## config.mk

```make
export PLATFORM = sky130hd
export DESIGN_NAME = pio_packet_seq
export DESIGN_NICKNAME = d
export VERILOG_FILES = /design/src/rtl/pps_pkg.sv /design/src/rtl/pps_pktbuf.sv /design/src/rtl/pps_hostregs.sv /design/src/rtl/pps_burst.sv /design/src/rtl/pio_packet_seq.sv
export SDC_FILE = /design/constraint.sdc
export NUM_CORES = 1
export LEC_CHECK = 0
export BUFFER_PORTS_ARGS = -buffer_cell sky130_fd_sc_hd__buf_4
export CELL_PAD_IN_SITES_DETAIL_PLACEMENT = 0
export CELL_PAD_IN_SITES_GLOBAL_PLACEMENT = 1
export CORE_UTILIZATION = 45
export CTS_CLUSTER_SIZE = 25
export DETAILED_ROUTE_END_ITERATION = 12
export PLACE_DENSITY = 0.93
export RECOVER_POWER = 25
export SYNTH_ARGS = -nofsm -noshare
export SYNTH_HDL_FRONTEND = slang
export SYNTH_SLANG_ARGS = --single-unit
```

## constraint.sdc

```tcl
create_clock -name clk -period 11.5 [get_ports clk]
set_input_delay 2.3 -clock clk [delete_from_list [all_inputs] [get_ports clk]]
set_output_delay 2.3 -clock clk [all_outputs]
set_load 0.05 [all_outputs]
```

## src/rtl/pps_pkg.sv

```systemverilog
// Shared encodings for the packet PIO sequencer: status bits, register
// addresses and the sequencer state type. Assumes a byte-wide register view.
package pps_pkg;
    localparam logic [7:0] ST_BSY  = 8'h80;
    localparam logic [7:0] ST_DRDY = 8'h40;
    localparam logic [7:0] ST_DRQ  = 8'h08;
    localparam logic [7:0] ST_ERR  = 8'h01;
    localparam logic [7:0] ER_ABORT = 8'h04;

    localparam logic [2:0] RA_DATA = 3'd0;
    localparam logic [2:0] RA_FEAT = 3'd1;
    localparam logic [2:0] RA_BCLO = 3'd4;
    localparam logic [2:0] RA_BCHI = 3'd5;
    localparam logic [2:0] RA_CMD  = 3'd7;

    typedef enum logic [2:0] {
        S_IDLE, S_CMDBSY, S_PKT, S_DECODE, S_ARM, S_XFER, S_DMA
    } seq_state_t;
endpackage

```

## src/rtl/pps_pktbuf.sv

```systemverilog
// Command packet collector. Gathers PKT_WORDS 16-bit writes into a byte
// array (low byte first) and decodes the read opcode, start block and count.
// Assumes PKT_WORDS >= 5 so that bytes 0..8 exist.
module pps_pktbuf #(
    parameter int PKT_WORDS = 6
) (
    input  logic        clk,
    input  logic        rst_n,
    input  logic        clr,
    input  logic        wr,
    input  logic [15:0] wdata,
    output logic        last_word,
    output logic [7:0]  opcode,
    output logic [31:0] lba,
    output logic [15:0] nblk
);
    localparam int NBYTES = 2 * PKT_WORDS;
    localparam int CW     = $clog2(PKT_WORDS);

    logic [CW-1:0] cnt_q;
    logic [7:0]    byte_q [NBYTES];

    assign last_word = (cnt_q == CW'(PKT_WORDS - 1));

    // Word position within the packet.
    always_ff @(posedge clk) begin
        if (!rst_n)        cnt_q <= '0;
        else if (clr)      cnt_q <= '0;
        else if (wr)       cnt_q <= last_word ? '0 : cnt_q + 1'b1;
    end

    // Byte storage, one word slot per write.
    always_ff @(posedge clk) begin
        if (!rst_n) begin
            for (int i = 0; i < NBYTES; i++) byte_q[i] <= '0;
        end else if (wr) begin
            for (int k = 0; k < PKT_WORDS; k++) begin
                if (cnt_q == CW'(k)) begin
                    byte_q[2*k]   <= wdata[7:0];
                    byte_q[2*k+1] <= wdata[15:8];
                end
            end
        end
    end

    assign opcode = byte_q[0];
    assign lba    = {byte_q[2], byte_q[3], byte_q[4], byte_q[5]};
    assign nblk   = {byte_q[7], byte_q[8]};

    a_r3_cnt_range: assert property (@(posedge clk) disable iff (!rst_n)
        cnt_q < CW'(PKT_WORDS));
endmodule

```

## src/rtl/pps_hostregs.sv

```systemverilog
// Host-visible byte registers: DMA select (feature bit 0), byte count
// limit pair with burst write-back, and the abort flag. Host writes are
// pre-qualified by the sequencer; write-back has priority over the host.
module pps_hostregs (
    input  logic        clk,
    input  logic        rst_n,
    input  logic        wr_feat,
    input  logic        wr_lo,
    input  logic        wr_hi,
    input  logic [7:0]  wbyte,
    input  logic        wb_en,
    input  logic [15:0] wb_val,
    input  logic        set_abort,
    input  logic        clr_abort,
    output logic        dma_sel,
    output logic [15:0] bc_q,
    output logic        abort_q
);
    // DMA path select.
    always_ff @(posedge clk) begin
        if (!rst_n)       dma_sel <= 1'b0;
        else if (wr_feat) dma_sel <= wbyte[0];
    end

    // Byte count pair: limit from host, burst count from the sequencer.
    always_ff @(posedge clk) begin
        if (!rst_n)      bc_q <= '0;
        else if (wb_en)  bc_q <= wb_val;
        else if (wr_lo)  bc_q[7:0]  <= wbyte;
        else if (wr_hi)  bc_q[15:8] <= wbyte;
    end

    // Abort flag shown in status and error registers.
    always_ff @(posedge clk) begin
        if (!rst_n)         abort_q <= 1'b0;
        else if (set_abort) abort_q <= 1'b1;
        else if (clr_abort) abort_q <= 1'b0;
    end
endmodule

```

## src/rtl/pps_burst.sv

```systemverilog
// Remaining-length tracker and burst sizer. Loads the transfer length at
// decode, sizes each burst against the captured limit, counts words of the
// current burst and the word index of the whole transfer.
// Assumes the limit is at least 2 when a burst is armed.
module pps_burst #(
    parameter int BLK_BYTES = 2048,
    parameter int CNT_W     = 16,
    parameter int LIM_W     = 16,
    localparam int BLK_SH   = $clog2(BLK_BYTES),
    localparam int REM_W    = CNT_W + BLK_SH,
    localparam int IDX_W    = REM_W - 1
) (
    input  logic             clk,
    input  logic             rst_n,
    input  logic             load,
    input  logic [CNT_W-1:0] nblk,
    input  logic [LIM_W-1:0] lim,
    input  logic             arm,
    input  logic             pop,
    output logic [LIM_W-1:0] burst_bytes,
    output logic             last_word,
    output logic             rem_zero,
    output logic [IDX_W-1:0] idx
);
    logic [REM_W-1:0] rem_q;
    logic [LIM_W-1:0] lim_q;
    logic [LIM_W-1:0] wcnt_q;
    logic [LIM_W:0]   words_w;

    assign burst_bytes = (rem_q < REM_W'(lim_q)) ? rem_q[LIM_W-1:0]
                                                 : {lim_q[LIM_W-1:1], 1'b0};
    assign words_w   = ({1'b0, burst_bytes} + (LIM_W+1)'(1)) >> 1;
    assign last_word = (wcnt_q == LIM_W'(1));
    assign rem_zero  = (rem_q == '0);

    // Remaining bytes and captured limit.
    always_ff @(posedge clk) begin
        if (!rst_n) begin
            rem_q <= '0;
            lim_q <= '0;
        end else if (load) begin
            rem_q <= REM_W'(nblk) << BLK_SH;
            lim_q <= lim;
        end else if (arm) begin
            rem_q <= rem_q - REM_W'(burst_bytes);
        end
    end

    // Words left in the burst and transfer word index.
    always_ff @(posedge clk) begin
        if (!rst_n) begin
            wcnt_q <= '0;
            idx    <= '0;
        end else if (load) begin
            wcnt_q <= '0;
            idx    <= '0;
        end else if (arm) begin
            wcnt_q <= words_w[LIM_W-1:0];
        end else if (pop) begin
            wcnt_q <= wcnt_q - 1'b1;
            idx    <= idx + 1'b1;
        end
    end

    a_r5_burst_in_limit: assert property (@(posedge clk) disable iff (!rst_n)
        arm |-> (burst_bytes <= lim_q) && (burst_bytes != '0));
endmodule

```

## src/rtl/pio_packet_seq.sv

```systemverilog
// Packet-command PIO sequencer top. Accepts the packet command, collects the
// command packet, decodes a block read and runs the data phase either as
// interrupt-gated PIO bursts or through an external DMA engine.
// Assumes one host access per cycle; read side effects apply at the edge.
module pio_packet_seq #(
    parameter int         BLK_BYTES = 2048,
    parameter int         PKT_WORDS = 6,
    parameter logic [7:0] PKT_CMD   = 8'hA0,
    parameter logic [7:0] READ_OP   = 8'h28,
    localparam int CNT_W = 16,
    localparam int LIM_W = 16,
    localparam int IDX_W = CNT_W + $clog2(BLK_BYTES) - 1
) (
    input  logic             clk,
    input  logic             rst_n,
    input  logic             host_wr,
    input  logic             host_rd,
    input  logic [2:0]       host_addr,
    input  logic [15:0]      host_wdata,
    output logic [15:0]      host_rdata,
    output logic             intrq,
    output logic [31:0]      media_lba,
    output logic [IDX_W-1:0] media_idx,
    input  logic [15:0]      media_data,
    output logic             dma_start,
    input  logic             dma_done
);
    import pps_pkg::*;

    seq_state_t st_q, st_d;
    logic acc_cmd, pkt_wr, pop, stat_rd, in_idle, bsy, drq;
    logic pkt_last, burst_last, rem_zero, dma_sel, abort_q;
    logic bad, zero_len, intr_set;
    logic [7:0]       opcode;
    logic [CNT_W-1:0] nblk;
    logic [LIM_W-1:0] bc_q, burst_bytes;
    logic [7:0]       status;

    assign in_idle = (st_q == S_IDLE);
    assign bsy     = (st_q == S_CMDBSY) || (st_q == S_DECODE) || (st_q == S_ARM);
    assign drq     = (st_q == S_PKT) || (st_q == S_XFER) || (st_q == S_DMA);
    assign acc_cmd = host_wr && in_idle && (host_addr == RA_CMD) && (host_wdata[7:0] == PKT_CMD);
    assign pkt_wr  = host_wr && (st_q == S_PKT) && (host_addr == RA_DATA);
    assign pop     = host_rd && (st_q == S_XFER) && (host_addr == RA_DATA);
    assign stat_rd = host_rd && (host_addr == RA_CMD);
    assign bad      = (opcode != READ_OP) || (!dma_sel && (bc_q < LIM_W'(2)));
    assign zero_len = (nblk == '0);

    pps_pktbuf #(.PKT_WORDS(PKT_WORDS)) u_pkt (
        .clk(clk), .rst_n(rst_n), .clr(acc_cmd), .wr(pkt_wr),
        .wdata(host_wdata), .last_word(pkt_last), .opcode(opcode),
        .lba(media_lba), .nblk(nblk)
    );

    pps_hostregs u_regs (
        .clk(clk), .rst_n(rst_n),
        .wr_feat(host_wr && in_idle && (host_addr == RA_FEAT)),
        .wr_lo(host_wr && in_idle && (host_addr == RA_BCLO)),
        .wr_hi(host_wr && in_idle && (host_addr == RA_BCHI)),
        .wbyte(host_wdata[7:0]),
        .wb_en(st_q == S_ARM), .wb_val(burst_bytes),
        .set_abort((st_q == S_DECODE) && bad), .clr_abort(acc_cmd),
        .dma_sel(dma_sel), .bc_q(bc_q), .abort_q(abort_q)
    );

    pps_burst #(.BLK_BYTES(BLK_BYTES), .CNT_W(CNT_W), .LIM_W(LIM_W)) u_burst (
        .clk(clk), .rst_n(rst_n),
        .load(st_q == S_DECODE), .nblk(nblk), .lim(bc_q),
        .arm(st_q == S_ARM), .pop(pop),
        .burst_bytes(burst_bytes), .last_word(burst_last),
        .rem_zero(rem_zero), .idx(media_idx)
    );

    // Next-state selection for the command sequence.
    always_comb begin
        st_d = st_q;
        case (st_q)
            S_IDLE:   if (acc_cmd) st_d = S_CMDBSY;
            S_CMDBSY: st_d = S_PKT;
            S_PKT:    if (pkt_wr && pkt_last) st_d = S_DECODE;
            S_DECODE: begin
                if (bad || zero_len) st_d = S_IDLE;
                else if (dma_sel)    st_d = S_DMA;
                else                 st_d = S_ARM;
            end
            S_ARM:    st_d = S_XFER;
            S_XFER:   if (pop && burst_last) st_d = rem_zero ? S_IDLE : S_ARM;
            S_DMA:    if (dma_done) st_d = S_IDLE;
            default:  st_d = S_IDLE;
        endcase
    end

    // State register.
    always_ff @(posedge clk) begin
        if (!rst_n) st_q <= S_IDLE;
        else        st_q <= st_d;
    end

    assign intr_set = ((st_q == S_DECODE) && (bad || zero_len))
                    || (st_q == S_ARM)
                    || (pop && burst_last && rem_zero)
                    || ((st_q == S_DMA) && dma_done);

    // Interrupt line: raise wins over a clearing status read.
    always_ff @(posedge clk) begin
        if (!rst_n)                  intrq <= 1'b0;
        else if (intr_set)           intrq <= 1'b1;
        else if (stat_rd || acc_cmd) intrq <= 1'b0;
    end

    // One-cycle DMA start strobe.
    always_ff @(posedge clk) begin
        if (!rst_n) dma_start <= 1'b0;
        else        dma_start <= (st_q == S_DECODE) && !bad && !zero_len && dma_sel;
    end

    assign status = (bsy ? ST_BSY : 8'h00) | ST_DRDY | (drq ? ST_DRQ : 8'h00)
                  | (abort_q ? ST_ERR : 8'h00);

    // Host read data selection.
    always_comb begin
        case (host_addr)
            RA_DATA: host_rdata = (st_q == S_XFER) ? media_data : 16'h0000;
            RA_FEAT: host_rdata = {8'h00, abort_q ? ER_ABORT : 8'h00};
            RA_BCLO: host_rdata = {8'h00, bc_q[7:0]};
            RA_BCHI: host_rdata = {8'h00, bc_q[15:8]};
            RA_CMD:  host_rdata = {8'h00, status};
            default: host_rdata = 16'h0000;
        endcase
    end

    a_r9_status_read_clears: assert property (@(posedge clk) disable iff (!rst_n)
        (stat_rd && !intr_set) |=> !intrq);
    a_r9_raise_wins: assert property (@(posedge clk) disable iff (!rst_n)
        intr_set |=> intrq);
    a_r10_idle_read_no_pop: assert property (@(posedge clk) disable iff (!rst_n)
        (host_rd && (host_addr == RA_DATA) && (st_q != S_XFER) && (st_q != S_DECODE))
        |=> $stable(media_idx));
    a_r8_done_returns_idle: assert property (@(posedge clk) disable iff (!rst_n)
        (pop && burst_last && rem_zero) |=> (st_q == S_IDLE) && intrq);
    a_r11_dma_pulse: assert property (@(posedge clk) disable iff (!rst_n)
        dma_start |=> !dma_start);
endmodule

```

==> results of run 1 <==
==> kinds of logic after synthesis <==
logic type | synth area share [%]
compound gates | 19.1
other cells | 0.0391
mux | 2.38
xor+xnor | 4.48
buf+inv | 3.83
simple gates | 25.2
fa+ha+maj | 4.21
flops | 40.8
==> critical path: stages <==
cell and delay (ps):
buf_4 140, nor3_1 710, and2_1 440, a22o_1 220
buf_4 210
==> power by group through the flow <==
stage / combinational (mW) / sequential, mW / clock [mW]
floorplan: 0.0271 / 0.647 / 0
global placement: 0.0704 / 0.634 / 0
detailed placement: 0.0708 / 0.634 / 0
CTS: 0.0710 / 0.621 / 0.618
global route: 0.0719 / 0.622 / 0.646
finish: 0.0677 / 0.621 / 0.615
==> metal layers <==
| layer | GRT usage [%] | vias up | wire, um |
|---|---|---|---|
| met3 | 5.25 | 51 | 2190 |
| met4 | 7.06 | 0 | 502 |
| met5 | 0 | - | 0 |
| met1 | 36.6 | 4178 | 12400 |
| li1 | - | 4260 | - |
| met2 | 36.8 | 398 | 11700 |
==> synthesized netlist by cell type, types with 23 or more instances <==
cell type    n  area share [%]
a211oi_1    25             2.0
a21oi_1     96             5.0
and2_1      63             4.1
clkbuf_1    50             2.0
dfxtp_1    111              23
edfxtp_1    56              18
ha_1        29             3.8
inv_1       31             1.2
nand2_1    121             4.7
nand3_1     27             1.4
nor2_1     125             4.9
nor3_1      32             1.7
nor4_1      23             1.5
o21ai_0     58             3.0
xnor2_1     26             2.4
xor2_1      23             2.1
==> state kept, by name (all words and copies together), names as in the netlist <==
register and count:
intrq 1, u_pkt.byte_q 56, u_pkt.cnt_q 3, st_q 3, u_burst.rem_q 27, u_burst.wcnt_q 16
dma_start 1, u_regs.dma_sel 1, u_regs.bc_q 16, u_regs.abort_q 1, u_burst.lim_q 16, u_burst.idx 26
==> cell type report <==
class	instances	area, um^2
timing repair buffer	124	717
tap	275	344
multi-input combinational	871	5330
clock buffer	17	425
inverter	32	120
clock inverter	15	223
fill	2027	9900
sequential	167	3900
==> path summary, 6_finish.rpt <==
check	from	end	slack [ps]
setup / recovery	host_addr[2]	host_rdata[0]	5180
hold / removal	u_burst.lim_q[4]	u_burst.lim_q[4]	470
setup reg to reg	u_burst.rem_q[19]	u_burst.rem_q[23]	5230
hold reg to reg	u_burst.lim_q[4]	u_burst.lim_q[4]	470
==> metrics by stage <==
stage | utilization (%) | area [um^2] | total power [mW] | hold WS (ps) | setup slack [ps]
floorplan | - | 9580 | 0.674 | 432 | 5270
global placement | 50.7 | 10600 | 0.705 | 443 | 5240
detailed placement | 50.7 | 10600 | 0.705 | 456 | 5140
CTS | 53.8 | 11300 | 1.31 | 467 | 5140
global route | 52.8 | 11100 | 1.34 | 482 | 4720
finish | 52.8 | 11100 | 1.30 | 466 | 5180
==> metrics, run 1 <==
WHS Path Cells 2; via count 8887; final setup violation count 0; Tightest Pin Transition 2560 ps; dpl cells 1469; largest net degree at the start of global routing 72; Sequential Power Share 47.6%; status finished, violations left; area of the die 21900 um^2; post-synthesis cell count 1132; WP data required 9200 ps; Root Driver clkbuf_16; row count 53; DP HPWL 19100 um; Starting Density 45.7%; Syn Nets 1202; HP Class reg -> reg; wire per inst 17.8 um; Synth-to-Final Area Change 15.5%; Final Skew 13.6 ps; Slew HR -70.9%; CTS Hold Buffers Added 0; Hold Fails Final Rpt 0; Slew Viols, Final 53; TritonCTS Sinks 167; Power Density 118 nW/um^2; shortest period the worst path allows 6320 ps; initial antenna violation count 0; DRT Pass-1 Iters 5; commonest non-fill, non-tap cell in the layout nor2_1; synthesized cell area 9580 um^2; Final ANT Viol Nets 0; fmax 158 MHz; Clock Power Share 47.2%; drt total wl 26700 um; final period utilization 55.0%; Placer Congestion 0.881; post-synthesis cell type count 80; clk_lat worst skew 450 ps; Worst Setup Start Kind primary input; gr usage total 25.0%; global-route wire length before repair 43400 um; Starting DRT DRC Count 832; Max VDD drop 0.104 mV; Non-Filler Instances 1501; Sw Share 26.6%; Vias/cell 5.92; # Post-CTS Setup Buffers 0; count of flip-flops with a built-in enable after synthesis 56; grt ovf 0; internal power 0.957 mW; die width 148 um; Buffers on Ports 115; Mean Syn Cell Area 8.46 um^2; failing checks max-capacitance violations, max-slew violations; vias in the first global route 8073; CP endpoint kind output pin; asr flop ratio synth 0%; clock tree buffer depth 2; setup_tns 0 ps; # diodes 0; Die Ht 148 um; DRC 0; H-tree depth 4; share of layout cells above drive strength 1 10.9%; Net Switching 0.347 mW; Clock transition at path regs 70 ps; most frequent cells in the layout nor2_1, nand2_1, dfxtp_1; Critical Path Fanout Max 12; core box area 21000 um^2; Pleak 4.08 nW; Final nets 1283; register area share after synthesis 40.8%; CTS Buf Count 17; Worst Path Arrival 4020 ps; CTS tree built; dominant synthesized flop cell dfxtp_1; Seq cells post-synth 167; CTS resizes 0; combinational power share 5.2%; yosys warns 0; max cap viols 1; kind of critical path in -> out; IO Count 116; r2r worst-path depth 17; unrepaired setup endpoints after global routing no
No activity file was read; power rests on OpenSTA's default activity.
==> run 2, diff against run 1 <==
CORE_UTILIZATION = 40   (was 45)
PLACE_DENSITY = 0.88   (was 0.93)
clock period = 5.8 ns   (was 11.5 ns; I/O delays follow)
==> metrics, run 2 (synthesis gave the netlist of run 1 again) <==
status finished, violations left; failing checks max-capacitance violations, max-slew violations; final setup violation count 0 (unchanged); CTS Hold Buffers Added 0 (unchanged); Critical path origin u_burst.rem_q[16]; share of layout cells above drive strength 1 12.7% (+1.7 points); IO Count 116 (unchanged); Vias/cell 5.70 (-3.7%); # Post-CTS Setup Buffers 0 (unchanged); largest reg by FF count u_pkt.byte_q; Hold Fails Final Rpt 0 (unchanged); r2r worst-path depth 17 (unchanged); TritonCTS Sinks 167 (unchanged); Starting DRT DRC Count 674 (-19%); vias in the first global route 8317 (+3.0%); CTS tree built; pre-CTS setup slack 405 ps (-4740 ps); max FFs per register 56 (unchanged); core box area 23500 um^2 (+12%); Placer Congestion 0.928 (+5.4%); initial antenna violation count 0 (unchanged); clk_lat worst skew 440 ps (about the same); DRC 0 (unchanged); Slew HR -50.4% (+21 points); R2R Path Start u_burst.rem_q[16]; area of the die 24600 um^2 (+12%); FF-to-FF End u_burst.rem_q[23]; Final ANT Viol Nets 0 (unchanged); clock tree buffer depth 2 (unchanged); die width 157 um (+6.0%); Worst Setup Start Kind flip-flop; drt total wl 27500 um (+2.9%); Power Density 226 nW/um^2 (+91%); Synth-to-Final Area Change 17.5%; largest net degree at the start of global routing 72 (unchanged); Pleak 4.18 nW (+2.6%); unrepaired setup endpoints after global routing no; Die Ht 157 um (+6.0%); fmax 188 MHz; row count 56 (+5.7%); Buffers on Ports 115 (unchanged); CP endpoint kind flip-flop; # diodes 0 (unchanged); Critical Path Fanout Max 19 (+7); gr usage total 22.8% (-2.1 points); Clock transition at path regs 80 ps (about the same); wire per inst 17.6 um (-1.4%); r2r setup slk 480 ps (-4750 ps); global-route wire length before repair 43900 um (+1.1%); via count 8934 (+0.53%); HP Class reg -> reg; commonest non-fill, non-tap cell in the layout nor2_1; Final Skew 13.8 ps (+0.187 ps); Slew Viols, Final 72 (+36%); shortest period the worst path allows 5320 ps; H-tree depth 4 (unchanged); CP endpoint u_burst.rem_q[23]; Starting Density 40.8% (-4.9 points); Worst Path Arrival 5650 ps (+1630 ps); most frequent cells in the layout nor2_1, nand2_1, dfxtp_1; DP HPWL 20000 um (+4.6%); kind of critical path reg -> reg; Final nets 1305 (+1.7%); CTS Buf Count 17 (unchanged); grt ovf 0 (unchanged); DRT Pass-1 Iters 7 (+2); Root Driver clkbuf_16; Max VDD drop 0.201 mV (+93%); final period utilization 91.7%; final worst slack 483 ps (-4700 ps); max cap viols 2 (+1); Top Registers u_pkt.byte_q x56, u_burst.rem_q x27, u_burst.idx x26; WP data required 6130 ps (-3070 ps); Tightest Pin Transition 2260 ps (-308 ps); setup_tns 0 ps (unchanged)
==> run 2: changes by cell type in the layout (fill, tap and decap cells not counted), sizes merged <==
cell,previous run,this run
buf,67,90
bufinv,1,0
clkbuf,74,73
clkinv,9,6
clkinvlp,0,1
inv,37,40
==> run 2: area by class of cell <==
cell class,count,area [um^2]
Clock inverter,15,190
Fill cell,2314,12200
Sequential cell,167,3900
Clock buffer,17,425
Inverter,32,120
Timing Repair Buffer,146,890
Multi-Input combinational cell,871,5330
Tap cell,319,399
==> run 2: report_power, final <==
group	internal (mW)	switching, mW
Clock	0.593	0.581
Combinational	0.0415	0.0943
Sequential	1.22	0.00967
==> run 2: how the worst min path moves through the flow <==
| stage | from | endpoint | depth (start not counted) |
|---|---|---|---|
| 5_1_grt | u_regs.bc_q[0] | u_burst.lim_q[0] | 2 |
| 4_1_cts | u_burst.lim_q[4] | u_burst.lim_q[4] | 2 |
| 3_3_place_gp | u_burst.lim_q[2] | u_burst.lim_q[2] | 2 |
| 6_report | u_burst.lim_q[4] | u_burst.lim_q[4] | 2 |
| 2_1_floorplan | u_burst.lim_q[0] | u_burst.lim_q[0] | 2 |
| 3_5_place_dp | u_burst.lim_q[2] | u_burst.lim_q[2] | 2 |
==> run 2: what timing repair did <==
action                                 in CTS  in global routing
gates resized for setup                     0                  1
setup endpoints to repair                   0                  2
endpoints found under the hold margin       0                  0
==> run 2: routing by layer <==
layer / track usage (%) / wire length [um] / part of all wire (%)
met5: 0 / 0 / 0
met2: 34.5 / 12100 / 44
met1: 32.4 / 13000 / 47
met4: 8.03 / 574 / 2.1
met3: 4.21 / 1870 / 6.8
==> run 2: critical path, stage by stage (launching register included) <==
cell and delay [ps]:
dfxtp_1 350, or3_4 410, or4b_4 560, or3_4 440, nor2_8 270, nor2_1 70, a21oi_1 310, ha_1 350
and2_1 170, a221oi_1 440, nand2b_1 190, o21ai_0 80, o221a_2 150, o41a_1 370, o2bb2ai_1 190, o31ai_2 430
a31oi_1 150, o31a_1 280
==> run 2: metrics by stage <==
step,area (um^2),hold slack (ps),utilization [%],power [mW],instances
after floorplan,9580,432,-,1.34,1132
after global placement,10800,446,46.2,1.40,1535
after detailed placement,10800,450,46.2,1.40,1535
after CTS,11500,468,48.8,2.56,1567
after global routing,11300,489,48.0,2.61,1567
final,11300,470,48.0,2.54,1567
==> run 3, diff against run 2 <==
CORE_ASPECT_RATIO = 1.4   (was default)
==> metrics, run 3 (synthesis gave the netlist of run 1 again) <==
status finished, violations left; failing checks max-capacitance violations, max-slew violations; die width 133 um (-15%); critical-path cell list or3_4, or4b_4, or3_1, nor2_8, nor2_1, a21oi_1, ha_1, o21ai_0, o21bai_1, o21ai_0, or2_1, o211ai_2, a31o_2, nor2_1, o32ai_1, mux2i_1, a21oi_1; largest reg by FF count u_pkt.byte_q; Placer Congestion 0.877 (-5.5%); # diodes 0 (unchanged); max cap viols 1 (-1); Synth-to-Final Area Change 16.7%; r2r setup slk 320 ps (-170 ps); largest net degree at the start of global routing 71 (-1.4%); Final Util 47.8% (-0.13 points); Starting Density 41.0% (+0.18 points); Slew HR -16.1% (+34 points); R2R Path Start u_burst.rem_q[16]; Non-Filler Instances 1548 (-1.2%); Critical Path Fanout Max 23 (+4); most frequent cells in the layout nor2_1, nand2_1, dfxtp_1; initial antenna violation count 0 (unchanged); Top Registers u_pkt.byte_q x56, u_burst.rem_q x27, u_burst.idx x26; Worst Path Arrival 5780 ps (+130 ps); Final ANT Viol Nets 0 (unchanged); dpl cells 1515 (-1.3%); final period utilization 94.6% (+2.9 points); Pleak 4.13 nW (-1.2%); drt total wl 28600 um (+3.8%); global-route wire length before repair 44600 um (+1.7%); grt ovf 0 (unchanged); Tightest Pin Transition 1740 ps (-514 ps); commonest non-fill, non-tap cell in the layout nor2_1; Final Skew 13.0 ps (-0.781 ps); gr usage total 23.2% (+0.37 points); row count 66 (+18%); M3 GR Usage 3.64% (-0.57 points); final setup violation count 0 (unchanged); DRT Pass-1 Iters 5 (-2); Placed Area 10800 um^2 (-0.63%); DRC 0 (unchanged); core box area 23400 um^2 (-0.44%); Worst Setup Start Kind flip-flop; via count 8966 (+0.36%); vias in the first global route 8598 (+3.4%); r2r worst-path depth 17 (unchanged); IO Count 116 (unchanged); H-tree depth 4 (unchanged); GRT busiest layer met2; Slowest-stage cell, CP o32ai_1; share of layout cells above drive strength 1 12.0% (-0.66 points); WP data required 6090 ps (-40 ps); kind of critical path reg -> reg; Root Driver clkbuf_16; Hold Fails Final Rpt 0 (unchanged); Slew Viols, Final 24 (-67%); HP Class reg -> reg; shortest period the worst path allows 5480 ps (+168 ps); grt met2 use 42.4% (+7.9 points); met1 GRT Util 25.3% (-7.1 points); hold path start u_burst.lim_q[1]; wire per inst 18.5 um (+5.0%); Power Density 225 nW/um^2 (-0.21%); FF-to-FF End u_burst.rem_q[14]; Clock transition at path regs 70 ps (about the same); fmax 182 MHz (-3.1%); CTS Hold Buffers Added 0 (unchanged); area of the die 24600 um^2 (about the same); clock tree buffer depth 2 (unchanged); setup_tns 0 ps (unchanged); Crit path max-delay family simple AND/OR/NAND/NOR gates; CP endpoint kind flip-flop; TritonCTS Sinks 167 (unchanged); max FFs per register 56 (unchanged); Crit path largest cell delay 570 ps (about the same); Buffers on Ports 115 (unchanged); worst path bufs/invs 0 (unchanged); clk_lat worst skew 440 ps (about the same); Hold Path Sink u_burst.lim_q[1]; Fill cells 2331 (+0.73%); DP HPWL 20800 um (+4.0%); WHS Path Cells 2 (unchanged); Vias/cell 5.79 (+1.6%); post-route design area 11200 um^2 (-0.70%); CTS Buf Count 17 (unchanged); Starting DRT DRC Count 621 (-7.9%); unrepaired setup endpoints after global routing no; Max VDD drop 0.213 mV (+5.6%); Die Ht 185 um (+18%); Final nets 1299 (-0.46%); CTS tree built
-- run 3: per-stage QoR --
step,worst slack (ps),hold WS (ps),total power [mW]
3_3_place_gp,417,444,1.40
4_1_cts,235,463,2.54
2_1_floorplan,243,432,1.34
5_1_grt,28.7,487,2.59
6_report,315,462,2.52
3_5_place_dp,248,453,1.40
-- run 3: worst max path at each step --
stage	startpoint	slack [ps]	endpoint	cells after the start
after floorplan	u_burst.lim_q[8]	240	u_burst.rem_q[23]	23
after global placement	u_burst.rem_q[16]	420	u_burst.rem_q[17]	14
after detailed placement	u_burst.rem_q[16]	250	u_burst.rem_q[23]	14
after CTS	u_burst.rem_q[16]	230	u_burst.rem_q[23]	14
after global routing	u_burst.rem_q[16]	30	u_burst.rem_q[26]	18
final	u_burst.rem_q[16]	320	u_burst.rem_q[14]	17
-- run 3: area by class of cell --
class	instances	area, um^2	area share (%)
multi-input combinational	871	5360	47.9
sequential	167	3900	34.9
timing repair buffer	140	826	7.39
clock buffer	18	439	3.93
tap	306	383	3.42
clock inverter	14	151	1.35
inverter	32	120	1.07
-- run 3: metal layers --
metal	up-vias	routed length (um)
met1	4310	10900
met5	-	0
met2	286	14900
met4	0	1390
met3	90	1350
li1	4280	-
-- run 3: tightest hold or removal path, stage by stage, from the launching register on --
cell and delay, ps:
dfxtp_1 310, nand2_1 50, a21oi_1 60
-- run 3: power breakdown --
part           internal (mW)  switching, mW  total (mW)
logic                 0.0415         0.0954       0.137
registers               1.22        0.00968        1.23
clock network          0.587          0.562        1.15
total                   1.85          0.667        2.52
-- run 3: timing repair --
item	4_1_cts	5_1_grt
setup endpoints to repair	0	12
buffers inserted	0	1
resized for setup	0	6
